$ cat config.mk
export PLATFORM = sky130hd
export DESIGN_NAME = dotmac_engine
export DESIGN_NICKNAME = d
export VERILOG_FILES = /design/src/rtl/dotmac_pkg.sv /design/src/rtl/dotmac_sext.sv /design/src/rtl/dotmac_accum.sv /design/src/rtl/dotmac_clamp.sv /design/src/rtl/dotmac_engine.sv
export SDC_FILE = /design/constraint.sdc
export NUM_CORES = 2
export LEC_CHECK = 0
export ABC_AREA = 1
export CORE_MARGIN = 2
export CORE_UTILIZATION = 65
export CTS_CLUSTER_SIZE = 25
export DETAILED_ROUTE_END_ITERATION = 6
export DONT_BUFFER_PORTS = 1
export PLACE_DENSITY = 0.81
export SKIP_LAST_GASP = 1
export SYNTH_ARGS = -nofsm -noshare
export SYNTH_HDL_FRONTEND = slang
export SYNTH_SLANG_ARGS = --single-unit
$ cat constraint.sdc
create_clock -name clk -period 10.4 [get_ports clk]
set_clock_uncertainty 0.2 [all_clocks]
set_input_delay 2.08 -clock clk [delete_from_list [all_inputs] [get_ports clk]]
set_output_delay 2.08 -clock clk [all_outputs]
set_load 0.01 [all_outputs]
$ cat src/rtl/dotmac_pkg.sv
package dotmac_pkg;

  typedef enum logic {
    CMD_MAC = 1'b0,
    CMD_SAT = 1'b1
  } cmd_e;

  typedef enum logic [2:0] {
    ST_IDLE    = 3'd0,
    ST_FETCH_A = 3'd1,
    ST_FETCH_B = 3'd2,
    ST_ACC     = 3'd3,
    ST_FIN     = 3'd4
  } state_e;

  // Byte width of an element for a width code; the spare code acts as a word.
  function automatic logic [2:0] elem_bytes(input logic [1:0] sz);
    case (sz)
      2'd0:    elem_bytes = 3'd1;
      2'd1:    elem_bytes = 3'd2;
      default: elem_bytes = 3'd4;
    endcase
  endfunction

endpackage

$ cat src/rtl/dotmac_sext.sv
module dotmac_sext #(
  parameter int REG_W = 32
) (
  input  logic [1:0]       sz,
  input  logic [REG_W-1:0] raw,
  output logic [REG_W-1:0] val
);

  logic signed [7:0]  b8;
  logic signed [15:0] h16;
  logic signed [31:0] w32;

  assign b8  = raw[7:0];
  assign h16 = raw[15:0];
  assign w32 = raw[31:0];

  always_comb begin
    case (sz)
      2'd0:    val = REG_W'(b8);
      2'd1:    val = REG_W'(h16);
      default: val = REG_W'(w32);
    endcase
  end

endmodule

$ cat src/rtl/dotmac_accum.sv
module dotmac_accum #(
  parameter int REG_W = 32
) (
  input  logic [REG_W-1:0] hi,
  input  logic [REG_W-1:0] mid,
  input  logic [REG_W-1:0] lo,
  input  logic [REG_W-1:0] op_a,
  input  logic [REG_W-1:0] op_b,
  output logic [REG_W-1:0] sum_hi,
  output logic [REG_W-1:0] sum_mid,
  output logic [REG_W-1:0] sum_lo,
  output logic             sum_neg,
  output logic             sum_ovf
);

  localparam int PROD_W = 2 * REG_W;
  localparam int ACC_W  = 3 * REG_W;

  logic signed [PROD_W-1:0] prod;
  logic signed [ACC_W-1:0]  acc_cur;
  logic signed [ACC_W-1:0]  addend;
  logic signed [ACC_W-1:0]  acc_new;

  always_comb begin
    prod    = $signed(op_a) * $signed(op_b);
    acc_cur = {hi, mid, lo};
    addend  = ACC_W'(prod);
    acc_new = acc_cur + addend;
  end

  assign sum_hi  = acc_new[ACC_W-1 -: REG_W];
  assign sum_mid = acc_new[PROD_W-1 -: REG_W];
  assign sum_lo  = acc_new[REG_W-1:0];
  assign sum_neg = acc_new[ACC_W-1];
  // Upper word carries more than sign extension of the lower 64 bits.
  assign sum_ovf = (|sum_hi) & ~(&sum_hi);

endmodule

$ cat src/rtl/dotmac_clamp.sv
module dotmac_clamp #(
  parameter int REG_W = 32
) (
  input  logic             neg_sel,
  output logic [REG_W-1:0] cl_hi,
  output logic [REG_W-1:0] cl_mid,
  output logic [REG_W-1:0] cl_lo
);

  always_comb begin
    if (neg_sel) begin
      cl_hi  = '0;
      cl_mid = {1'b0, {(REG_W-1){1'b1}}};
      cl_lo  = '1;
    end else begin
      cl_hi  = '1;
      cl_mid = {1'b1, {(REG_W-1){1'b0}}};
      cl_lo  = '0;
    end
  end

endmodule

$ cat src/rtl/dotmac_engine.sv
module dotmac_engine
  import dotmac_pkg::*;
#(
  parameter int REG_W = 32
) (
  input  logic             clk,
  input  logic             rst_n,
  input  logic             start,
  input  logic             cmd,
  input  logic [1:0]       elem_sz,
  input  logic [REG_W-1:0] ptr_a_in,
  input  logic [REG_W-1:0] ptr_b_in,
  input  logic [REG_W-1:0] count_in,
  input  logic [REG_W-1:0] acc_hi_in,
  input  logic [REG_W-1:0] acc_mid_in,
  input  logic [REG_W-1:0] acc_lo_in,
  input  logic             flag_s_in,
  input  logic             flag_o_in,
  output logic             busy,
  output logic             done,
  output logic [REG_W-1:0] ptr_a,
  output logic [REG_W-1:0] ptr_b,
  output logic [REG_W-1:0] count,
  output logic [REG_W-1:0] acc_hi,
  output logic [REG_W-1:0] acc_mid,
  output logic [REG_W-1:0] acc_lo,
  output logic             flag_s,
  output logic             flag_o,
  output logic             mem_rd_en,
  output logic [REG_W-1:0] mem_addr,
  output logic [1:0]       mem_size,
  input  logic [REG_W-1:0] mem_rdata
);

  localparam int SYNC_STAGES = 2;

  // Reset asserts asynchronously, releases on a clock edge.
  logic [SYNC_STAGES-1:0] rst_sync_q;
  logic                   rst_core_n;

  always_ff @(posedge clk or negedge rst_n) begin
    if (!rst_n) rst_sync_q <= '0;
    else        rst_sync_q <= {rst_sync_q[SYNC_STAGES-2:0], 1'b1};
  end
  assign rst_core_n = rst_sync_q[SYNC_STAGES-1];

  state_e           st_q,  st_n;
  logic [REG_W-1:0] pa_q,  pa_n;
  logic [REG_W-1:0] pb_q,  pb_n;
  logic [REG_W-1:0] cnt_q, cnt_n;
  logic [REG_W-1:0] hi_q,  hi_n;
  logic [REG_W-1:0] mid_q, mid_n;
  logic [REG_W-1:0] lo_q,  lo_n;
  logic             s_q,   s_n;
  logic             o_q,   o_n;
  logic [REG_W-1:0] opa_q, opa_n;
  logic [1:0]       sz_q,  sz_n;
  logic             reg_en;

  logic [REG_W-1:0] elem_val;
  logic [REG_W-1:0] sum_hi, sum_mid, sum_lo;
  logic             sum_neg, sum_ovf;
  logic [REG_W-1:0] cl_hi, cl_mid, cl_lo;
  logic [REG_W-1:0] stride;

  dotmac_sext #(.REG_W(REG_W)) u_sext (
    .sz  (sz_q),
    .raw (mem_rdata),
    .val (elem_val)
  );

  dotmac_accum #(.REG_W(REG_W)) u_accum (
    .hi      (hi_q),
    .mid     (mid_q),
    .lo      (lo_q),
    .op_a    (opa_q),
    .op_b    (elem_val),
    .sum_hi  (sum_hi),
    .sum_mid (sum_mid),
    .sum_lo  (sum_lo),
    .sum_neg (sum_neg),
    .sum_ovf (sum_ovf)
  );

  dotmac_clamp #(.REG_W(REG_W)) u_clamp (
    .neg_sel (flag_s_in),
    .cl_hi   (cl_hi),
    .cl_mid  (cl_mid),
    .cl_lo   (cl_lo)
  );

  assign stride = REG_W'(elem_bytes(sz_q));

  always_comb begin
    st_n      = st_q;
    pa_n      = pa_q;
    pb_n      = pb_q;
    cnt_n     = cnt_q;
    hi_n      = hi_q;
    mid_n     = mid_q;
    lo_n      = lo_q;
    s_n       = s_q;
    o_n       = o_q;
    opa_n     = opa_q;
    sz_n      = sz_q;
    mem_rd_en = 1'b0;
    mem_addr  = pa_q;
    case (st_q)
      ST_IDLE: begin
        if (start) begin
          pa_n  = ptr_a_in;
          pb_n  = ptr_b_in;
          cnt_n = count_in;
          hi_n  = acc_hi_in;
          mid_n = acc_mid_in;
          lo_n  = acc_lo_in;
          s_n   = flag_s_in;
          o_n   = flag_o_in;
          sz_n  = elem_sz;
          st_n  = ST_FIN;
          if (cmd == CMD_SAT) begin
            if (flag_o_in) begin
              hi_n  = cl_hi;
              mid_n = cl_mid;
              lo_n  = cl_lo;
            end
          end else if (count_in != '0) begin
            o_n  = 1'b0;
            st_n = ST_FETCH_A;
          end
        end
      end
      ST_FETCH_A: begin
        mem_rd_en = 1'b1;
        mem_addr  = pa_q;
        st_n      = ST_FETCH_B;
      end
      ST_FETCH_B: begin
        mem_rd_en = 1'b1;
        mem_addr  = pb_q;
        opa_n     = elem_val;
        st_n      = ST_ACC;
      end
      ST_ACC: begin
        hi_n  = sum_hi;
        mid_n = sum_mid;
        lo_n  = sum_lo;
        pa_n  = pa_q + stride;
        pb_n  = pb_q + stride;
        cnt_n = cnt_q - REG_W'(1);
        if (cnt_q == REG_W'(1)) begin
          s_n  = sum_neg;
          o_n  = sum_ovf;
          st_n = ST_FIN;
        end else begin
          st_n = ST_FETCH_A;
        end
      end
      ST_FIN:  st_n = ST_IDLE;
      default: st_n = ST_IDLE;
    endcase
  end

  assign reg_en = (st_q != ST_IDLE) | start;

  always_ff @(posedge clk or negedge rst_core_n) begin
    if (!rst_core_n) begin
      st_q  <= ST_IDLE;
      pa_q  <= '0;
      pb_q  <= '0;
      cnt_q <= '0;
      hi_q  <= '0;
      mid_q <= '0;
      lo_q  <= '0;
      s_q   <= 1'b0;
      o_q   <= 1'b0;
      opa_q <= '0;
      sz_q  <= '0;
    end else if (reg_en) begin
      st_q  <= st_n;
      pa_q  <= pa_n;
      pb_q  <= pb_n;
      cnt_q <= cnt_n;
      hi_q  <= hi_n;
      mid_q <= mid_n;
      lo_q  <= lo_n;
      s_q   <= s_n;
      o_q   <= o_n;
      opa_q <= opa_n;
      sz_q  <= sz_n;
    end
  end

  assign busy     = (st_q != ST_IDLE);
  assign done     = (st_q == ST_FIN);
  assign ptr_a    = pa_q;
  assign ptr_b    = pb_q;
  assign count    = cnt_q;
  assign acc_hi   = hi_q;
  assign acc_mid  = mid_q;
  assign acc_lo   = lo_q;
  assign flag_s   = s_q;
  assign flag_o   = o_q;
  assign mem_size = sz_q;

endmodule

==> metrics.cfg <==
[outcome]
status = finished, violations left
violations = design-rule violations

[global_route]
grt_use_total_pct = 53.1
grt_remaining_overflow = 0
grt_antenna_before_repair = 31
grt_max_degree = 154
grt_pass1_wl_mm = 398
grt_pass1_vias = 64900

[drt]
drtIter0Drc = 7499
routed_wl_mm = 271
vias = 61600
vias_per_cell = 6.01
firstDrtPassIters = 7
drtAntennaViolNets = 0
wl_per_cell_um = 26.4
drc = 90

[timing]
hold_violations = 0
max_freq_mhz = 96.7
slew_violations = 0
whs_ps = 38.1
timing.slew.headroom_pct = 23.4
fin_setup_tns_ps = 0
worstMarginPinSlew_ps = 1150
fin_crit_sh_pct = 99.4
fin_crit_ps = 10340
setup_viol = 0

[final_layout]
syn_to_final_growth_pct = 12.5
multiInputGateArea_um2 = 50700
final_nets = 10900
drive_gt1_share_pct = 11.5
fill_cells = 7252
seqCellArea_um2 = 5830

[floorplan]
ioPinCount = 463
die_x_um = 322
dieArea_um2 = 104000
dieHeight_um = 322
start_util_pct = 65.6
num_rows = 116
core_um2 = 100000

[worst_setup_path]
crit_slowest_cell = fa_2
r2r-start = mem_size[1]
setup.worst_path.start_class = input port
crit_path_max_incr_delay_ps = 770
cp.required_ps = 10780
rrSetupSlack_ps = 190
reg2reg_to = flag_o
crit_start = mem_rdata[7]
critical_path_class = in -> reg
endpoint_kind = flop
cpMostUsedCell = nand2_1
endpoint = flag_o
crit_arrival_ps = 10720
cp_max_fo = 34
reg2regPathDepth = 41

[yosys]
syn_area_per_cell_um2 = 7.82
synth_sequential_area_ratio_pct = 8.87
syn-instance-count = 8403
synth_nets = 10400
synth_top_area_share_pct = 45.0
ys_ff_latch = 233
syn_area_um2 = 65700
synth.area.top_cells = fa_1 (45%), inv_1 (13%), nand2_1 (12%)
synthArstFlopShare_pct = 100
yosysTopAreaCell = fa_1
ys.flop_type = dfrtp_1
ys_types = 66
synth-edff-count = 0
yosys_warnings = 0

[clock_network]
cts_root_buf = clkbuf_16
cts_buffer_depth = 3
clk_pin_slew_worst_paths_ps = 80
insertion_delay_ps = 690
holdBufCountCts = 0
cts_buffers = 31
htree_num_levels = 1
clock_sinks = 233
cts_tree = done

[place]
gp_congestion = 1.13
dpl.hpwl_mm = 223
portBuffers = 0

[flow_run]
drv_cap = 0

[worst_hold_path]
min_path_type = reg -> async

layout make-up:
class                   instances  area share [%]
flip-flops and latches        233            7.89
well taps                    1298            2.20
clock buffers                  44            1.16
inverters                    2246            11.4
repair buffers                752            8.54
diodes                         23          0.0778
clock inverters                11           0.168
multi-input cells            5632            68.5
worst min-delay path by stage:
stage / cells past startpoint / to / slack (ps) / startpoint
after floorplan: 0 / rst_sync_q[1] / 130 / rst_sync_q[0]
after global placement: 0 / count[12] / 40 / rst_sync_q[1]
after detailed placement: 0 / count[12] / 40 / rst_sync_q[1]
after CTS: 0 / count[16] / 40 / rst_sync_q[1]
after global routing: 0 / count[23] / 70 / rst_sync_q[1]
final: 0 / count[13] / 40 / rst_sync_q[1]
layer usage:
metal	GRT usage [%]	wire, um	up-vias
met3	21.6	38300	1788
met4	45.1	31500	20
li1	-	-	25300
met5	0.804	183	-
met1	59.3	85200	29600
met2	79.2	116000	4823
layout by cell type (no fill, tap or decap), drive strengths merged, types with 3 or more instances in the layout:
| cell type | synthesis | routed |
|---|---|---|
| nand3 | 126 | 126 |
| nand3b | 8 | 8 |
| nor3 | 43 | 43 |
| nand4 | 71 | 71 |
| xnor2 | 19 | 19 |
| or2 | 14 | 14 |
| and2 | 5 | 5 |
| clkinv | 8 | 16 |
| o22ai | 13 | 13 |
| dfrtp | 233 | 233 |
| a22oi | 38 | 38 |
| o31ai | 4 | 4 |
| and3 | 3 | 3 |
| ha | 291 | 291 |
| xor2 | 64 | 64 |
| diode | 0 | 23 |
| fa | 1478 | 1478 |
| o21bai | 10 | 10 |
| nand2 | 2094 | 2094 |
| o221ai | 44 | 44 |
| inv | 2238 | 2235 |
| a211oi | 3 | 3 |
| a31oi | 17 | 17 |
| nor4 | 23 | 23 |
| a311oi | 4 | 4 |
| clkbuf | 255 | 46 |
| nor2 | 814 | 814 |
| o21ai | 233 | 233 |
| clkinvlp | 0 | 4 |
| o211ai | 50 | 50 |
| buf | 37 | 750 |
| a21oi | 143 | 143 |
worst max-delay path: cells and delay by family:
kind | cells | cell delay [ps]
compound gates | 3 | 300
fa+ha+maj | 9 | 4950
buf+inv | 9 | 1190
simple gates | 18 | 2180
synthesized netlist by cell type (3+ instances only):
cell type / number
inv_1: 2207
nand2_1: 2077
fa_1: 1478
nor2_1: 776
ha_1: 291
clkbuf_1: 255
dfrtp_1: 233
o21ai_0: 202
a21oi_1: 141
nand3_1: 116
nand4_1: 68
xor2_1: 64
o211ai_1: 49
o221ai_1: 44
a22oi_1: 38
nor2_2: 33
inv_2: 31
nor3_1: 28
o21ai_1: 28
buf_1: 22
nor4_1: 20
xnor2_1: 19
a31oi_1: 17
nand2_2: 17
buf_2: 15
o22ai_1: 13
or2_2: 13
nor3_2: 12
nand3_2: 10
o21bai_1: 9
clkinv_1: 8
nand3b_1: 7
and2_1: 5
nor2_4: 5
a311oi_1: 4
o31ai_1: 4
a211oi_1: 3
and3_1: 3
nand4_2: 3
nor3_4: 3
o21ai_2: 3
cells by family (layout without fill, tap and decap cells):
group,count (synthesis),after routing,synth area share [%]
xor gates and xnor gates,83,83,1.11
AOI/OAI and AO/OA,573,573,5.24
muxes,1,1,0.0152
and+or+nand+nor,3205,3205,19.7
other,1,24,0.00570
adders and majority gates,1769,1769,50.6
buffers and inverters,2538,3053,14.5
DFF,233,233,8.87
flip-flops by register name, summed over array words and instances, names as in the netlist:
register,flops
acc_mid,32
acc_lo,32
ptr_b,32
count,32
mem_size,2
rst_sync_q,2
acc_hi,32
flag_s,1
ptr_a,32
opa_q,32
st_q,3
flag_o,1
stage by stage:
step	area, um^2	utilization [%]	instances	setup slack [ps]
floorplan	65800	-	8403	1.29
global placement	72600	72.5	10200	-896
detailed placement	72600	72.5	10200	-946
CTS	73600	73.5	10200	69.6
global route	73900	73.8	10200	-42.4
finish	73900	73.8	10200	62.4
timing repair:
item                                   in CTS  in global routing
setup endpoints to repair                   1                 30
endpoints found under the hold margin       0                  0
gates cloned                                0                  2
resized for setup                           7                 73
pin swaps                                   0                  5
setup buffers                               0                  6
Power is left out: the tool's default activity adds up to more than one toggle a clock period on the data nets, which glitch-free logic cannot reach.
